## config.mk

```make
export PLATFORM = sky130hd
export DESIGN_NAME = sram_async_ctrl
export DESIGN_NICKNAME = d
export VERILOG_FILES = /design/src/rtl/sram_ctrl_pkg.sv /design/src/rtl/sram_wait_cnt.sv /design/src/rtl/sram_seq.sv /design/src/rtl/sram_dpath.sv /design/src/rtl/sram_async_ctrl.sv
export SDC_FILE = /design/constraint.sdc
export NUM_CORES = 1
export LEC_CHECK = 0
export ABC_AREA = 1
export BUFFER_PORTS_ARGS = -buffer_cell sky130_fd_sc_hd__buf_2
export CORE_UTILIZATION = 45
export DETAILED_ROUTE_END_ITERATION = 8
export GPL_TIMING_DRIVEN = 0
export HOLD_SLACK_MARGIN = 0.12
export PLACE_DENSITY = 0.8
export RECOVER_POWER = 25
export REMOVE_ABC_BUFFERS = 1
export SYNTH_ARGS = -nofsm -noshare
export SYNTH_HDL_FRONTEND = slang
export SYNTH_SLANG_ARGS = --single-unit
```

## constraint.sdc

```tcl
create_clock -name clk -period 1.8 [get_ports clk]
set_input_delay 0.27 -clock clk [delete_from_list [all_inputs] [get_ports clk]]
set_output_delay 0.27 -clock clk [all_outputs]
set_load 0.01 [all_outputs]
```

## src/rtl/sram_ctrl_pkg.sv

```systemverilog
package sram_ctrl_pkg;

  typedef enum logic [2:0] {
    ST_IDLE,
    ST_WSET,
    ST_WPUL,
    ST_WREC,
    ST_RACC,
    ST_RTRN
  } seq_state_t;

  function automatic int ns2cyc(input int ns, input int clk_ns);
    int c;
    c = (ns + clk_ns - 1) / clk_ns;
    return (c < 1) ? 1 : c;
  endfunction

  function automatic int imax(input int a, input int b);
    return (a > b) ? a : b;
  endfunction

endpackage

```

## src/rtl/sram_wait_cnt.sv

```systemverilog
module sram_wait_cnt #(
  parameter int CW = 4
) (
  input  logic          clk,
  input  logic          rst_n,
  input  logic          load,
  input  logic [CW-1:0] load_val,
  output logic          last
);
  logic [CW-1:0] cnt_q;

  always_ff @(posedge clk) begin
    if (!rst_n)              cnt_q <= '0;
    else if (load)           cnt_q <= load_val;
    else if (cnt_q != '0)    cnt_q <= cnt_q - 1'b1;
  end

  // the state loaded with N lasts N cycles; the final one shows cnt == 1
  assign last = (cnt_q <= CW'(1));
endmodule

```

## src/rtl/sram_seq.sv

```systemverilog
module sram_seq
  import sram_ctrl_pkg::*;
#(
  parameter int CW     = 4,
  parameter int AA_C   = 7,
  parameter int WP_C   = 6,
  parameter int REC_C  = 1,
  parameter int TURN_C = 3
) (
  input  logic          clk,
  input  logic          rst_n,
  input  logic          req_valid,
  input  logic          req_we,
  input  logic          tmr_last,
  output logic          tmr_load,
  output logic [CW-1:0] tmr_val,
  output logic          accept,
  output logic          capture,
  output logic          idle,
  output logic          sel,
  output logic          we_low,
  output logic          oe_low,
  output logic          drive
);
  seq_state_t st_q, st_d;

  always_ff @(posedge clk) begin
    if (!rst_n) st_q <= ST_IDLE;
    else        st_q <= st_d;
  end

  always_comb begin
    st_d     = st_q;
    tmr_load = 1'b0;
    tmr_val  = CW'(1);
    accept   = 1'b0;
    capture  = 1'b0;
    unique case (st_q)
      ST_IDLE: if (req_valid) begin
        accept = 1'b1;
        if (req_we) begin
          st_d = ST_WSET;
        end else begin
          st_d     = ST_RACC;
          tmr_load = 1'b1;
          tmr_val  = CW'(AA_C);
        end
      end
      ST_WSET: begin
        st_d     = ST_WPUL;
        tmr_load = 1'b1;
        tmr_val  = CW'(WP_C);
      end
      ST_WPUL: if (tmr_last) begin
        st_d     = ST_WREC;
        tmr_load = 1'b1;
        tmr_val  = CW'(REC_C);
      end
      ST_WREC: if (tmr_last) st_d = ST_IDLE;
      ST_RACC: if (tmr_last) begin
        st_d     = ST_RTRN;
        capture  = 1'b1;
        tmr_load = 1'b1;
        tmr_val  = CW'(TURN_C);
      end
      ST_RTRN: if (tmr_last) st_d = ST_IDLE;
      default: st_d = ST_IDLE;
    endcase
  end

  // pin decode straight from the state register
  assign idle   = (st_q == ST_IDLE);
  assign sel    = (st_q == ST_WSET) || (st_q == ST_WPUL) ||
                  (st_q == ST_WREC) || (st_q == ST_RACC);
  assign we_low = (st_q == ST_WPUL);
  assign oe_low = (st_q == ST_RACC);
  assign drive  = (st_q == ST_WPUL);

  // strobe rises only into the recovery state, selects still held
  p_we_rise_into_rec_r5: assert property (@(posedge clk) disable iff (!rst_n)
    $fell(we_low) |-> (st_q == ST_WREC) && sel);
endmodule

```

## src/rtl/sram_dpath.sv

```systemverilog
module sram_dpath #(
  parameter int AW = 17,
  parameter int DW = 8
) (
  input  logic          clk,
  input  logic          rst_n,
  input  logic          accept,
  input  logic          capture,
  input  logic [AW-1:0] req_addr,
  input  logic [DW-1:0] req_wdata,
  input  logic [DW-1:0] mem_dq_in,
  output logic [AW-1:0] addr_q,
  output logic [DW-1:0] wdata_q,
  output logic          rsp_valid,
  output logic [DW-1:0] rsp_rdata
);
  always_ff @(posedge clk) begin
    if (!rst_n) begin
      addr_q    <= '0;
      wdata_q   <= '0;
      rsp_valid <= 1'b0;
      rsp_rdata <= '0;
    end else begin
      if (accept) begin
        addr_q  <= req_addr;
        wdata_q <= req_wdata;
      end
      rsp_valid <= capture;
      if (capture) rsp_rdata <= mem_dq_in;
    end
  end

  // one-cycle response pulse
  p_rsp_single_r9: assert property (@(posedge clk) disable iff (!rst_n)
    rsp_valid |=> !rsp_valid);
endmodule

```

## src/rtl/sram_async_ctrl.sv

```systemverilog
module sram_async_ctrl
  import sram_ctrl_pkg::*;
#(
  parameter int CLK_NS     = 8,
  parameter int FAST_GRADE = 1,
  parameter int AW         = 17,
  parameter int DW         = 8
) (
  input  logic          clk,
  input  logic          rst_n,
  input  logic          req_valid,
  output logic          req_ready,
  input  logic          req_we,
  input  logic [AW-1:0] req_addr,
  input  logic [DW-1:0] req_wdata,
  output logic          rsp_valid,
  output logic [DW-1:0] rsp_rdata,
  output logic [AW-1:0] mem_addr,
  output logic          mem_cs1_n,
  output logic          mem_cs2,
  output logic          mem_we_n,
  output logic          mem_oe_n,
  output logic [DW-1:0] mem_dq_out,
  output logic          mem_dq_oe,
  input  logic [DW-1:0] mem_dq_in
);
  localparam int T_AA  = FAST_GRADE ? 55 : 70;
  localparam int T_WP  = FAST_GRADE ? 45 : 50;
  localparam int T_DS  = FAST_GRADE ? 25 : 30;
  localparam int T_DIS = FAST_GRADE ? 20 : 25;
  localparam int T_CYC = FAST_GRADE ? 55 : 70;

  localparam int AA_C   = ns2cyc(T_AA, CLK_NS);
  localparam int WP_C   = imax(ns2cyc(T_WP, CLK_NS), ns2cyc(T_DS, CLK_NS));
  localparam int DIS_C  = ns2cyc(T_DIS, CLK_NS);
  localparam int CYC_C  = ns2cyc(T_CYC, CLK_NS);
  localparam int REC_C  = imax(1, CYC_C - 1 - WP_C);
  localparam int TURN_C = imax(imax(1, DIS_C), CYC_C - AA_C);
  localparam int MAX_C  = imax(imax(AA_C, WP_C), imax(REC_C, TURN_C));
  localparam int CW     = $clog2(MAX_C + 1) + 1;

  logic          tmr_load, tmr_last, accept, capture, idle;
  logic          sel, we_low, oe_low, drive;
  logic [CW-1:0] tmr_val;

  sram_seq #(
    .CW(CW), .AA_C(AA_C), .WP_C(WP_C), .REC_C(REC_C), .TURN_C(TURN_C)
  ) u_seq (
    .clk(clk), .rst_n(rst_n), .req_valid(req_valid), .req_we(req_we),
    .tmr_last(tmr_last), .tmr_load(tmr_load), .tmr_val(tmr_val),
    .accept(accept), .capture(capture), .idle(idle), .sel(sel),
    .we_low(we_low), .oe_low(oe_low), .drive(drive)
  );

  sram_wait_cnt #(.CW(CW)) u_tmr (
    .clk(clk), .rst_n(rst_n), .load(tmr_load), .load_val(tmr_val),
    .last(tmr_last)
  );

  sram_dpath #(.AW(AW), .DW(DW)) u_dp (
    .clk(clk), .rst_n(rst_n), .accept(accept), .capture(capture),
    .req_addr(req_addr), .req_wdata(req_wdata), .mem_dq_in(mem_dq_in),
    .addr_q(mem_addr), .wdata_q(mem_dq_out), .rsp_valid(rsp_valid),
    .rsp_rdata(rsp_rdata)
  );

  assign req_ready = idle;
  assign mem_cs1_n = ~sel;
  assign mem_cs2   = sel;
  assign mem_we_n  = ~we_low;
  assign mem_oe_n  = ~oe_low;
  assign mem_dq_oe = drive;

  // strobe low only with both selects active and outputs off
  p_we_needs_sel_r3: assert property (@(posedge clk) disable iff (!rst_n)
    !mem_we_n |-> !mem_cs1_n && mem_cs2 && mem_oe_n);
  // address frozen while the chip stays selected
  p_addr_stable_r3: assert property (@(posedge clk) disable iff (!rst_n)
    (!mem_cs1_n && $past(!mem_cs1_n)) |-> $stable(mem_addr));
  // no bus drive while the RAM may be driving
  p_no_contention_r7: assert property (@(posedge clk) disable iff (!rst_n)
    mem_dq_oe |-> mem_oe_n);
  // strobe rises with selects held and drivers released, data held up to it
  p_we_end_r5: assert property (@(posedge clk) disable iff (!rst_n)
    $rose(mem_we_n) |-> !mem_cs1_n && mem_cs2 && !mem_dq_oe && $past(mem_dq_oe));
  // idle means deselected and quiet
  p_idle_quiet_r1: assert property (@(posedge clk) disable iff (!rst_n)
    req_ready |-> mem_cs1_n && !mem_cs2 && mem_we_n && mem_oe_n && !mem_dq_oe);
  // a response follows only a read enable window
  p_rsp_after_read_r9: assert property (@(posedge clk) disable iff (!rst_n)
    rsp_valid |-> $past(!mem_oe_n) && mem_oe_n);
endmodule

```

==> run_results.csv <==
group,metric,value,unit
clock_tree,cts_buffers,5,
timing,setup_ws,0.148,ns
floorplan,start_util,48.7,%
yosys,syn_area,1680,um2
setup_path,reg2regPathDepth,8,
setup_path,path_delay_family,"flip-flops",
global_routing,grt_pass1_vias,1606,
setup_path,crit_top_cell,"nand2_1",
timing,layout_min_cycle_time,1.65,ns
yosys,synthDistinctLibCells,23,
route,wl_per_cell,11.1,um
hold_path,min_delay_path_depth,3,
route,vias,1670,
job,cap_viol_max_count,0,
final_layout,register_area,821,um2
setup_path,slowest_stage,"dfxtp_1",
floorplan,die_h,63.1,um
timing,setup_viol,0,
yosys,netlist.top_cell.by_area,"dfxtp_1",
timing,tightest_slew,0.908,ns
final_layout,final_common_cell,"nand2_1",
floorplan,core-area,3440,um2
setup_path,path_depth,8,
floorplan,pin_count,77,
setup_path,required,1.94,ns
clock_tree,h-tree-depth,2,
yosys,syn_inst,225,
place,postPlaceCellArea,2060,um2
route,vias_per_cell,4.83,
final_layout,drive_above_1_share,25.7,%
hold_path,hold_path.class,"input port to flop",
setup_path,critical_path.cell_chain,"inv_1 -> ha_1 -> o21ai_1 -> nand2_1 -> nand2_1 -> nor2_2 -> nand2_1 -> a21oi_1",
pwr,powerDensity,1700,nW/um2
yosys,synthTopCellsByArea,"dfxtp_1, nand2_1, a21oi_1",
global_routing,grt_pass1_wl,6.61,mm
place,port_buffers,76,
place,hpwlAfterDp,2.73,mm
pwr,ir_drop,0.000990,V
final_layout,areaGrowthSynthToFinish,27.7,%
route,drcViolationCount,0,
clock_tree,clockBufferDepth,2,
yosys,yosysWarnings,0,
final_layout,multiInputGateArea,739,um2
clock_tree,cts_tree,"yes",
setup_path,start_kind,"flop",
timing,hold_violations,0,
route,wirelength,3.82,mm
clock_tree,root_buffer,"clkbuf_8",
timing,rsz0062_at_grt,"no",
clock_tree,clkTransAtPathRegs,0.08,ns
timing,max_freq,0.605,GHz
setup_path,arrival,1.79,ns
yosys,ys_seq_elements,41,
timing,tns,0,ns
clock_tree,clkSinkCount,41,
place,dp_slack,0.0940,ns
final_layout,fin_area,2140,um2
setup_path,worstSetupPathType,"flop to flop",
global_routing,gr-total-overflow,0,
setup_path,cp_num_buf_inv,1,
clock_tree,post_cts_buffers,0,
floorplan,die_area,3980,um2
floorplan,die_w,63.1,um
clock_tree,clock_latency,0.29,ns
route,ant_nets,0,
yosys,syn_avg_cell_area,7.46,um2
place,gp_congestion,0.845,
final_layout,nNetsFinal,338,
timing,whs,0.200,ns
global_routing,grt_util_all_layers,20.6,%
hold_path,min_from,"mem_dq_in[6]",
timing,period_share,91.8,%
setup_path,crit_path_end_kind,"flop",
global_routing,antenna_found_initial,0,
setup_path,r2r-start,"u_tmr.cnt_q[0]",
timing,relSlewSlack,39.4,%
timing,clock_skew,0.00457,ns
yosys,yosysSeqAreaShare,48.9,%
yosys,synth_top_area_share,48.9,%
final_layout,layout_common_cells,"nand2_1, buf_2, dfxtp_1",
route,dr.pass1.iters,4,
final_layout,antenna_cells,0,
run_status,status,"finished clean",
final_layout,fillCellCount,342,
setup_path,worstSetupStartpoint,"u_tmr.cnt_q[0]",
route,drtIter0Drc,87,
pwr,p_leak,1.03,nW
timing,slew_viol_final,0,
global_routing,grt_max_degree,31,
setup_path,crit_path_max_fanout,4,
floorplan,rows,21,
setup_path,slowest_delay,0.41,ns
through the flow:
step                utilization (%)  power [W]  std cells
finish                         62.3    0.00364        346
global route                   62.3    0.00394        346
CTS                            63.0    0.00368        346
detailed placement             59.7    0.00295        338
global placement               59.7    0.00291        338
floorplan                         -    0.00243        216
worst reg2reg max path: cells and delay by family (launching register included):
family          cells  cell delay [ns]
compound gates      2             0.40
buf+inv             1             0.09
flops               1             0.41
fa+ha+maj           1             0.24
simple gates        4             0.37
routing by layer:
layer  GRT usage [%]  wire length (um)  up-vias
li1                -                 -      862
met1            24.0              1640      758
met2            36.6              1940       46
met3            4.89               198        4
met4            7.27                51        0
met5               0                 0        -
state kept, by name, summed over array words and instances (netlist names):
| signal | cells |
|---|---|
| u_dp.addr_q | 17 |
| u_dp.rsp_rdata | 8 |
| u_dp.rsp_valid | 1 |
| u_dp.wdata_q | 8 |
| u_seq.st_q | 3 |
| u_tmr.cnt_q | 4 |
where the power goes:
part	total (W)	leakage, nW	switching, W	internal, W
sequential	0.00133	0.336	0.000179	0.00116
combinational	0.00157	0.639	0.00101	0.000558
clock	0.000730	0.0554	0.000313	0.000416
total	0.00364	1.03	0.00151	0.00213
synth_stat cells, drive strengths merged:
cell and number:
nand2 74, dfxtp 41, a21oi 31, nor2 28, inv 14, o21ai 11, nand3 8, buf 5
clkbuf 4, nand4 3, ha 2, xor2 2, clkinv 1, nor3 1
path summary, 6_finish.rpt:
path	slack [ns]	endpoint
worst min-delay path	0.20	u_dp.rsp_rdata[6]
worst max register to register	0.15	u_seq.st_q[1]
worst min register to register	0.47	u_dp.addr_q[5]
worst max-delay path	0.15	u_seq.st_q[1]
timing repair:
| item | in CTS | in global routing |
|---|---|---|
| gates resized for setup | 0 | 1 |
| hold buffers | 0 | 0 |
| hold endpoints to repair | 0 | 0 |
| setup endpoints to repair | 0 | 25 |
cells by family after synthesis:
group           Yosys count  synth area share (%)
simple gates            114                  29.0
flops                    41                  48.9
xor+xnor                  2                  1.04
compound gates           42                  12.5
fa+ha+maj                 2                  1.49
buf+inv                  24                  7.01
area by class of cell:
class	count	area share, %
Tap cell	46	2.69
Inverter	15	2.74
Clock inverter	2	1.81
Timing Repair Buffer	76	16.6
Clock buffer	6	3.39
Multi-Input combinational cell	160	34.5
Sequential cell	41	38.3
No activity file was read; power rests on OpenSTA's default activity.
